<file path="config.mk">
export PLATFORM = sky130hd
export DESIGN_NAME = extsense_unit
export DESIGN_NICKNAME = d
export VERILOG_FILES = /design/src/rtl/extsense_pkg.sv /design/src/rtl/extsense_sync.sv /design/src/rtl/extsense_pin.sv /design/src/rtl/extsense_unit.sv
export SDC_FILE = /design/constraint.sdc
export NUM_CORES = 1
export LEC_CHECK = 0
export ABC_AREA = 1
export BUFFER_PORTS_ARGS = -buffer_cell sky130_fd_sc_hd__buf_4
export CORE_MARGIN = 1
export CORE_UTILIZATION = 50
export CTS_CLUSTER_DIAMETER = 80
export DETAILED_ROUTE_END_ITERATION = 8
export PLACE_DENSITY = 0.8
export SLEW_MARGIN = 20
export SYNTH_ARGS = -nofsm -noshare
export SYNTH_HDL_FRONTEND = slang
export SYNTH_SLANG_ARGS = --single-unit
</file>
<file path="constraint.sdc">
create_clock -name clk -period 1.85 [get_ports clk]
set_clock_uncertainty 0.1 [all_clocks]
set_input_delay 0.37 -clock clk [delete_from_list [all_inputs] [get_ports clk]]
set_output_delay 0.37 -clock clk [all_outputs]
set_load 0.03 [all_outputs]
</file>
<file path="src/rtl/extsense_pkg.sv">
package extsense_pkg;
    localparam int NPINS    = 4;
    localparam int SENSE_W  = 2;
    localparam int SENSE_BITS = NPINS * SENSE_W;
    localparam int MASK_LSB = SENSE_BITS;
    localparam int ACK_LSB  = MASK_LSB + NPINS;
    localparam int CFG_W    = ACK_LSB + NPINS;

    typedef enum logic [SENSE_W-1:0] {
        SENSE_HIGH = 2'd0,
        SENSE_RISE = 2'd1,
        SENSE_FALL = 2'd2,
        SENSE_LOW  = 2'd3
    } sense_t;

    typedef enum logic {
        ST_ARMED    = 1'b0,
        ST_CAPTURED = 1'b1
    } latch_st_t;
endpackage

</file>
<file path="src/rtl/extsense_sync.sv">
module extsense_sync #(
    parameter int WIDTH  = 4,
    parameter int STAGES = 2
) (
    input  logic             clk,
    input  logic             rst_n,
    input  logic [WIDTH-1:0] d,
    output logic [WIDTH-1:0] q
);
    logic [WIDTH-1:0] stage_q [STAGES];

    always_ff @(posedge clk) begin
        if (!rst_n) begin
            for (int s = 0; s < STAGES; s++) stage_q[s] <= '0;
        end else begin
            stage_q[0] <= d;
            for (int s = 1; s < STAGES; s++) stage_q[s] <= stage_q[s-1];
        end
    end

    assign q = stage_q[STAGES-1];
endmodule

</file>
<file path="src/rtl/extsense_pin.sv">
module extsense_pin
    import extsense_pkg::*;
(
    input  logic   clk,
    input  logic   rst_n,
    input  logic   pin_s,
    input  sense_t sense,
    input  logic   masked,
    input  logic   ack,
    output logic   req
);
    logic      prev_q;
    latch_st_t st_q, st_d;
    logic      is_edge, edge_hit, level_on;

    // previous synchronised value for edge detection
    always_ff @(posedge clk) begin
        if (!rst_n) prev_q <= 1'b0;
        else        prev_q <= pin_s;
    end

    always_comb begin
        is_edge  = (sense == SENSE_RISE) || (sense == SENSE_FALL);
        edge_hit = ((sense == SENSE_RISE) &&  pin_s && !prev_q) ||
                   ((sense == SENSE_FALL) && !pin_s &&  prev_q);
        level_on = ((sense == SENSE_HIGH) &&  pin_s) ||
                   ((sense == SENSE_LOW)  && !pin_s);
    end

    // next-state: capture / release / discard
    always_comb begin
        st_d = st_q;
        unique case (st_q)
            ST_ARMED: begin
                if (edge_hit) st_d = ST_CAPTURED;
            end
            ST_CAPTURED: begin
                if (!is_edge)              st_d = ST_ARMED;
                else if (ack && !edge_hit) st_d = ST_ARMED;
            end
            default: st_d = ST_ARMED;
        endcase
    end

    // state register
    always_ff @(posedge clk) begin
        if (!rst_n) st_q <= ST_ARMED;
        else        st_q <= st_d;
    end

    // outputs
    always_comb begin
        if (masked)       req = 1'b0;
        else if (is_edge) req = (st_q == ST_CAPTURED);
        else              req = level_on;
    end
endmodule

</file>
<file path="src/rtl/extsense_unit.sv">
module extsense_unit
    import extsense_pkg::*;
#(
    parameter int SYNC_STAGES = 2
) (
    input  logic             clk,
    input  logic             rst_n,
    input  logic [NPINS-1:0] ext_pin,
    input  logic             cfg_wr,
    input  logic [CFG_W-1:0] cfg_wdata,
    output logic             crit_req,
    output logic [3:1]       main_req
);
    logic [SENSE_BITS-1:0] sense_q;
    logic [NPINS-1:0]      mask_q;
    logic [NPINS-1:0]      ack_pulse;
    logic [NPINS-1:0]      pin_s;
    logic [NPINS-1:0]      req_vec;

    // shared control register (acknowledge bits are pulses, not stored)
    always_ff @(posedge clk) begin
        if (!rst_n) begin
            sense_q <= '0;
            mask_q  <= '1;
        end else if (cfg_wr) begin
            sense_q <= cfg_wdata[SENSE_BITS-1:0];
            mask_q  <= cfg_wdata[MASK_LSB +: NPINS];
        end
    end

    assign ack_pulse = cfg_wr ? cfg_wdata[ACK_LSB +: NPINS] : '0;

    extsense_sync #(.WIDTH(NPINS), .STAGES(SYNC_STAGES)) i_sync (
        .clk   (clk),
        .rst_n (rst_n),
        .d     (ext_pin),
        .q     (pin_s)
    );

    for (genvar g = 0; g < NPINS; g++) begin : g_pin
        extsense_pin i_pin (
            .clk    (clk),
            .rst_n  (rst_n),
            .pin_s  (pin_s[g]),
            .sense  (sense_t'(sense_q[g*SENSE_W +: SENSE_W])),
            .masked (mask_q[g]),
            .ack    (ack_pulse[g]),
            .req    (req_vec[g])
        );
    end

    assign crit_req = req_vec[0];
    assign main_req = req_vec[3:1];
endmodule

</file>
# ---- After elaboration in Yosys (flattened, before gate mapping)
# Memory sizes are Yosys's and may differ from the RTL's.
# Index checks and enable logic that the tools add are counted.
dict set report word_totals {
  n_memories 1
  mem_bits_rw 8
  input_bits 23
  regBits 20
  elab_cells 114
  out_inout_bits 4
}
dict set report classes {
  bitwise_logic 6
  reduce_logical 56
  n_eq_ne 12
  muxes 29
}
# memory depth width read_ports rd_clocked_by_memory_dff wr line_no
set memory_table {}
lappend memory_table {i_sync.stage_q 2 4 2 0 2 extsense_sync.sv:10} ;# logic [WIDTH-1:0] stage_q [STAGES];
# cell count
set ops {}
lappend ops {{logical AND 1 bit} 28}
lappend ops {{two-way mux 1 bit} 22}
lappend ops {{equality test 2 bit, second input constant} 8}
lappend ops {{zero test 1 bit} 12}
lappend ops {{logical OR 1 bit} 12}
lappend ops {{two-way mux 4 bit} 3}
lappend ops {{equality test 2 x 1 -> 1 bit, second input constant} 4}
lappend ops {{zero test 2 bit} 4}
lappend ops {{one-hot mux 1 bit (2 select lines)} 4}
lappend ops {{NOT 1 bit} 4}
lappend ops {{OR 1 bit} 2}

# ---- Depth between registers and ports, before layout
dict set report depth {
  ltp_word 9
  ltp_mapped 8
  ltp_nobuf 7
}

# ---- By module
# Synthesis repeated with hierarchy kept, for this count alone.
dict set report unflattened {
  hier_cells 218
  hier_area_um2 1529.0
}
# module cells_each area_per_inst_um2 seq_area_each_um2 instances
set modules_own_cells {}
lappend modules_own_cells {extsense_pin 28 187.7 40.0 4}
lappend modules_own_cells {extsense_unit 77 523.0 240.2 1}
lappend modules_own_cells {extsense_sync 29 255.2 160.2 1}

# ---- Worst setup path before layout
# OpenSTA, ideal clock, no wires.
dict set report synth_timing {
  path_kind {register to output}
  start {register sense_q[0]}
  end {output crit_req}
  stages_incl_launch_ff 8
  n_path_buf 0
  setup_slack_ns 0.259
  arrival_time_ns 1.121
  cell_sequence {dfxtp_1 inv_1 ha_1 inv_1 nor2_1 nor2_1 nand2_1 inv_1}
}
dict set report synth_via {
  elab_chain_len 5
}
# element line_no
set synth_lines {}
lappend synth_lines {{from (decl)} extsense_unit.sv:14} ;# logic [SENSE_BITS-1:0] sense_q;
lappend synth_lines {{from (signal assigned)} extsense_unit.sv:26} ;# sense_q <= cfg_wdata[SENSE_BITS-1:0];
lappend synth_lines {{equality test 2 bit or zero test 2 bit (tied branches)} {extsense_pin.sv:27, extsense_pin.sv:26}}
lappend synth_lines {{logical AND 1 bit, on equally long branches} {extsense_pin.sv:27, extsense_pin.sv:26}}
lappend synth_lines {{logical OR 1 bit} extsense_pin.sv:26} ;# level_on = ((sense == SENSE_HIGH) && pin_s) ||
lappend synth_lines {{two-way mux 1 bit *} extsense_pin.sv:54} ;# else if (is_edge) req = (st_q == ST_CAPTURED);
lappend synth_lines {{two-way mux 1 bit *} extsense_pin.sv:53} ;# if (masked) req = 1'b0;
lappend synth_lines {{to (decl)} extsense_unit.sv:11} ;# output logic crit_req,
# Every way passes the cells marked *; elsewhere a longest branch is shown, timed or not.

# ---- Worst setup path in the final report
dict set report layout_timing {
  start {register sense_q[5]}
  end {output main_req[2] (netlist name)}
}
dict set report layout_via {
  elab_chain_len 5
}
# element line_no
set layout_lines {}
lappend layout_lines {{equality test 2 bit or zero test 2 bit (tied branches)} {extsense_pin.sv:27, extsense_pin.sv:26}}
lappend layout_lines {{logical AND 1 bit, on equally long branches} {extsense_pin.sv:27, extsense_pin.sv:26}}
lappend layout_lines {{logical OR 1 bit} extsense_pin.sv:26}
lappend layout_lines {{two-way mux 1 bit *} extsense_pin.sv:54}
lappend layout_lines {{two-way mux 1 bit *} extsense_pin.sv:53}
lappend layout_lines {{to (decl)} extsense_unit.sv:12} ;# output logic [3:1] main_req
# Marks and branches as above.

==> results.py <==
metrics = {
    "sta": {
        "rsz_0062_raised_after_global_routing": "true",
        "fmaxAchievable_ghz": 0.5333,
        "worst_slew_pin_slew_ps": 380.2,
        "holdWs_ps": 117.8,
        "relSlewSlack_pct": 74.62,
        "post-route-min-period_ps": 1875,
        "timing_hold_violations_final": 0,
        "post-route-worst-setup-slack_ps": -24.98,
        "drv_slew": 0,
        "timing.final.setup_violations": 2,
        "period_share_pct": 101.4,
    },
    "pwr": {
        "p_total_uw": 1201,
        "static-leakage-power_uw": 0.0009677,
        "power_density_nw_per_um2": 673.8,
        "vdd_drop_max_v": 0.0004970,
    },
    "worst_setup_path": {
        "worst-endpoint-required_ps": 1380,
        "kind_of_start_point_of_the_critical_path": "register",
        "arrival_ps": 1400,
        "timing.critical_path.to_type": "output port",
        "path_class": "reg -> out",
        "ff2ff_setup_slack_ps": 640,
        "critPathMaxFanout": 3,
    },
    "synth": {
        "syn-cell-area_sq_um": 1394,
        "synth.lib_cells_used.distinct": 13,
        "synthCells": 186,
        "seq_area_frac_synth_pct": 40.22,
        "mean_cell_area_of_the_mapped_netlist_sq_um": 7.494,
        "synth_warnings": 0,
        "mappedNetlistNets": 225,
        "synth.ff_latch_count": 28,
    },
    "grt": {
        "globalRouteTotalUtil_pct": 20.35,
        "grt_pass1_wl_mm": 4.312,
        "grt_start_max_net_pins": 26,
        "grt_remaining_overflow": 0,
        "antenna_found_initial": 0,
        "first_global_vias": 1061,
    },
    "floorplan": {
        "coreArea_sq_um": 2545,
        "floorplan.die.height_um": 54.80,
        "die_area_sq_um": 3003,
        "boundaryPins": 27,
        "fp.dieW_um": 54.80,
        "rows": 18,
        "floorplan.initialDensity_pct": 54.77,
    },
    "drt": {
        "totalWireLength_mm": 2.638,
        "detail_route.drc_violations": 0,
        "postRouteAntennaNets": 0,
        "detail_route.wl_per_cell_um": 10.55,
        "vias": 1162,
        "drt-vias-per-instance": 4.648,
        "drt-initial-drc-count": 23,
        "detailedRoute.firstPassIterationCount": 4,
    },
    "layout": {
        "register_area_sq_um": 570.5,
        "final_common_cell": "nand2_1",
        "num-nets-final": 260,
        "syn_to_final_growth_pct": 27.92,
        "multi_input_comb_area_sq_um": 663.1,
        "final_cell_mix": "nand2_1, buf_4, inv_1",
        "insertedDiodeCount": 0,
        "fillCellCount": 209,
        "drive_above_1_share_pct": 33.64,
    },
    "placement": {
        "place.detailed.hpwl_mm": 1.633,
        "portBuffers": 26,
        "place.gp.congestion": 0.7583,
    },
    "cts": {
        "clock-root-buffer": "clkbuf_4",
        "clk-insertion-delay-late_ps": 320,
        "tritoncts_clock_tree": "built",
        "htreeDepth": 1,
        "cts_num_sinks": 28,
        "tritoncts.num_buffers": 3,
        "clockBufferDepth": 2,
        "path_clk_slew_ps": 150,
    },
    "outcome": {
        "violations": "setup timing",
        "run_status": "complete, but fails checks",
    },
    "hold_path": {
        "hp-class": "in -> reg",
    },
    "flow_run": {
        "maxCapViolations": 0,
    },
}
worst paths after layout:
kind / start / to / cells after the start
setup / recovery: sense_q[5] / main_req[2] / 8
hold / removal: ext_pin[1] / i_sync.stage_q[0][1] / 3
setup reg to reg: sense_q[0] / g_pin[0].i_pin.st_q / 7
hold reg to reg: i_sync.stage_q[0][2] / i_sync.stage_q[0][6] / 2
sequential cells by signal, indices dropped and copies added, names as in the netlist:
name	flops
g_pin.i_pin.prev_q	4
g_pin.i_pin.st_q	4
i_sync.stage_q	8
mask_q	4
sense_q	8
what timing repair did:
action	CTS	global route
cloned	0	0
pin swaps	4	2
setup endpoints to repair	4	4
hold endpoints to repair	0	0
hold buffers	0	0
buffers inserted	10	2
resized for setup	30	7
critical path, stage by stage, from the launching register on:
cell	delay, ps
dfxtp_2	380
inv_4	40
ha_4	230
inv_4	50
nor2_1	30
nor2_1	80
nand2_1	60
inv_1	70
buf_6	130
per-layer routing:
metal | track usage (%) | vias up | wire length, um
li1 | - | 625 | -
met1 | 24.41 | 507 | 1225
met2 | 34.54 | 28 | 1270
met3 | 4.167 | 2 | 125
met4 | 8.974 | 0 | 15
met5 | 0 | - | 0
cells in the mapped netlist (all sizes together):
library cell	number	area, sq um
nand2	44	165.2
nor2	8	30.03
a21oi	12	75.07
dfxtp	28	560.5
buf	8	65.06
inv	42	157.6
nand3	20	100.1
o21ai	8	40.04
ha	16	200.2
final cells by class:
| cell class | instances | share of cell area, % |
|---|---|---|
| clock buffer | 4 | 2.035 |
| inverter | 42 | 9.825 |
| multi-input combinational | 108 | 37.19 |
| sequential | 28 | 32.00 |
| tap | 30 | 2.105 |
| timing repair buffer | 38 | 16.84 |
where the power goes:
| group | switching, uW | total [uW] | leakage (uW) | internal [uW] |
|---|---|---|---|---|
| clock | 168 | 289 | 0.0000210 | 120 |
| combinational | 128 | 255 | 0.000713 | 127 |
| sequential | 21.1 | 658 | 0.000233 | 637 |
metrics by stage:
step / instances / instance area (sq um) / TNS, ps / setup WS (ps) / utilization (%)
2_1_floorplan: 186 / 1394 / 0 / 258.5 / -
6_report: 250 / 1783 / -44.16 / -24.98 / 70.06
3_5_place_dp: 234 / 1562 / 0 / 187.9 / 61.36
4_1_cts: 248 / 1753 / -29.79 / -18.85 / 68.88
3_3_place_gp: 234 / 1562 / 0 / 191.8 / 61.36
5_1_grt: 250 / 1783 / -419.7 / -118.7 / 70.06
cells by family (layout without fill, tap and decap cells):
| logic type | count (synthesis) | in the layout | share of synthesized area [%] |
|---|---|---|---|
| simple gates | 72 | 72 | 21.19 |
| buf+inv | 50 | 84 | 15.98 |
| flops | 28 | 28 | 40.22 |
| compound gates | 20 | 20 | 8.258 |
| fa+ha+maj | 16 | 16 | 14.36 |
(Power assumes the default switching activity.)
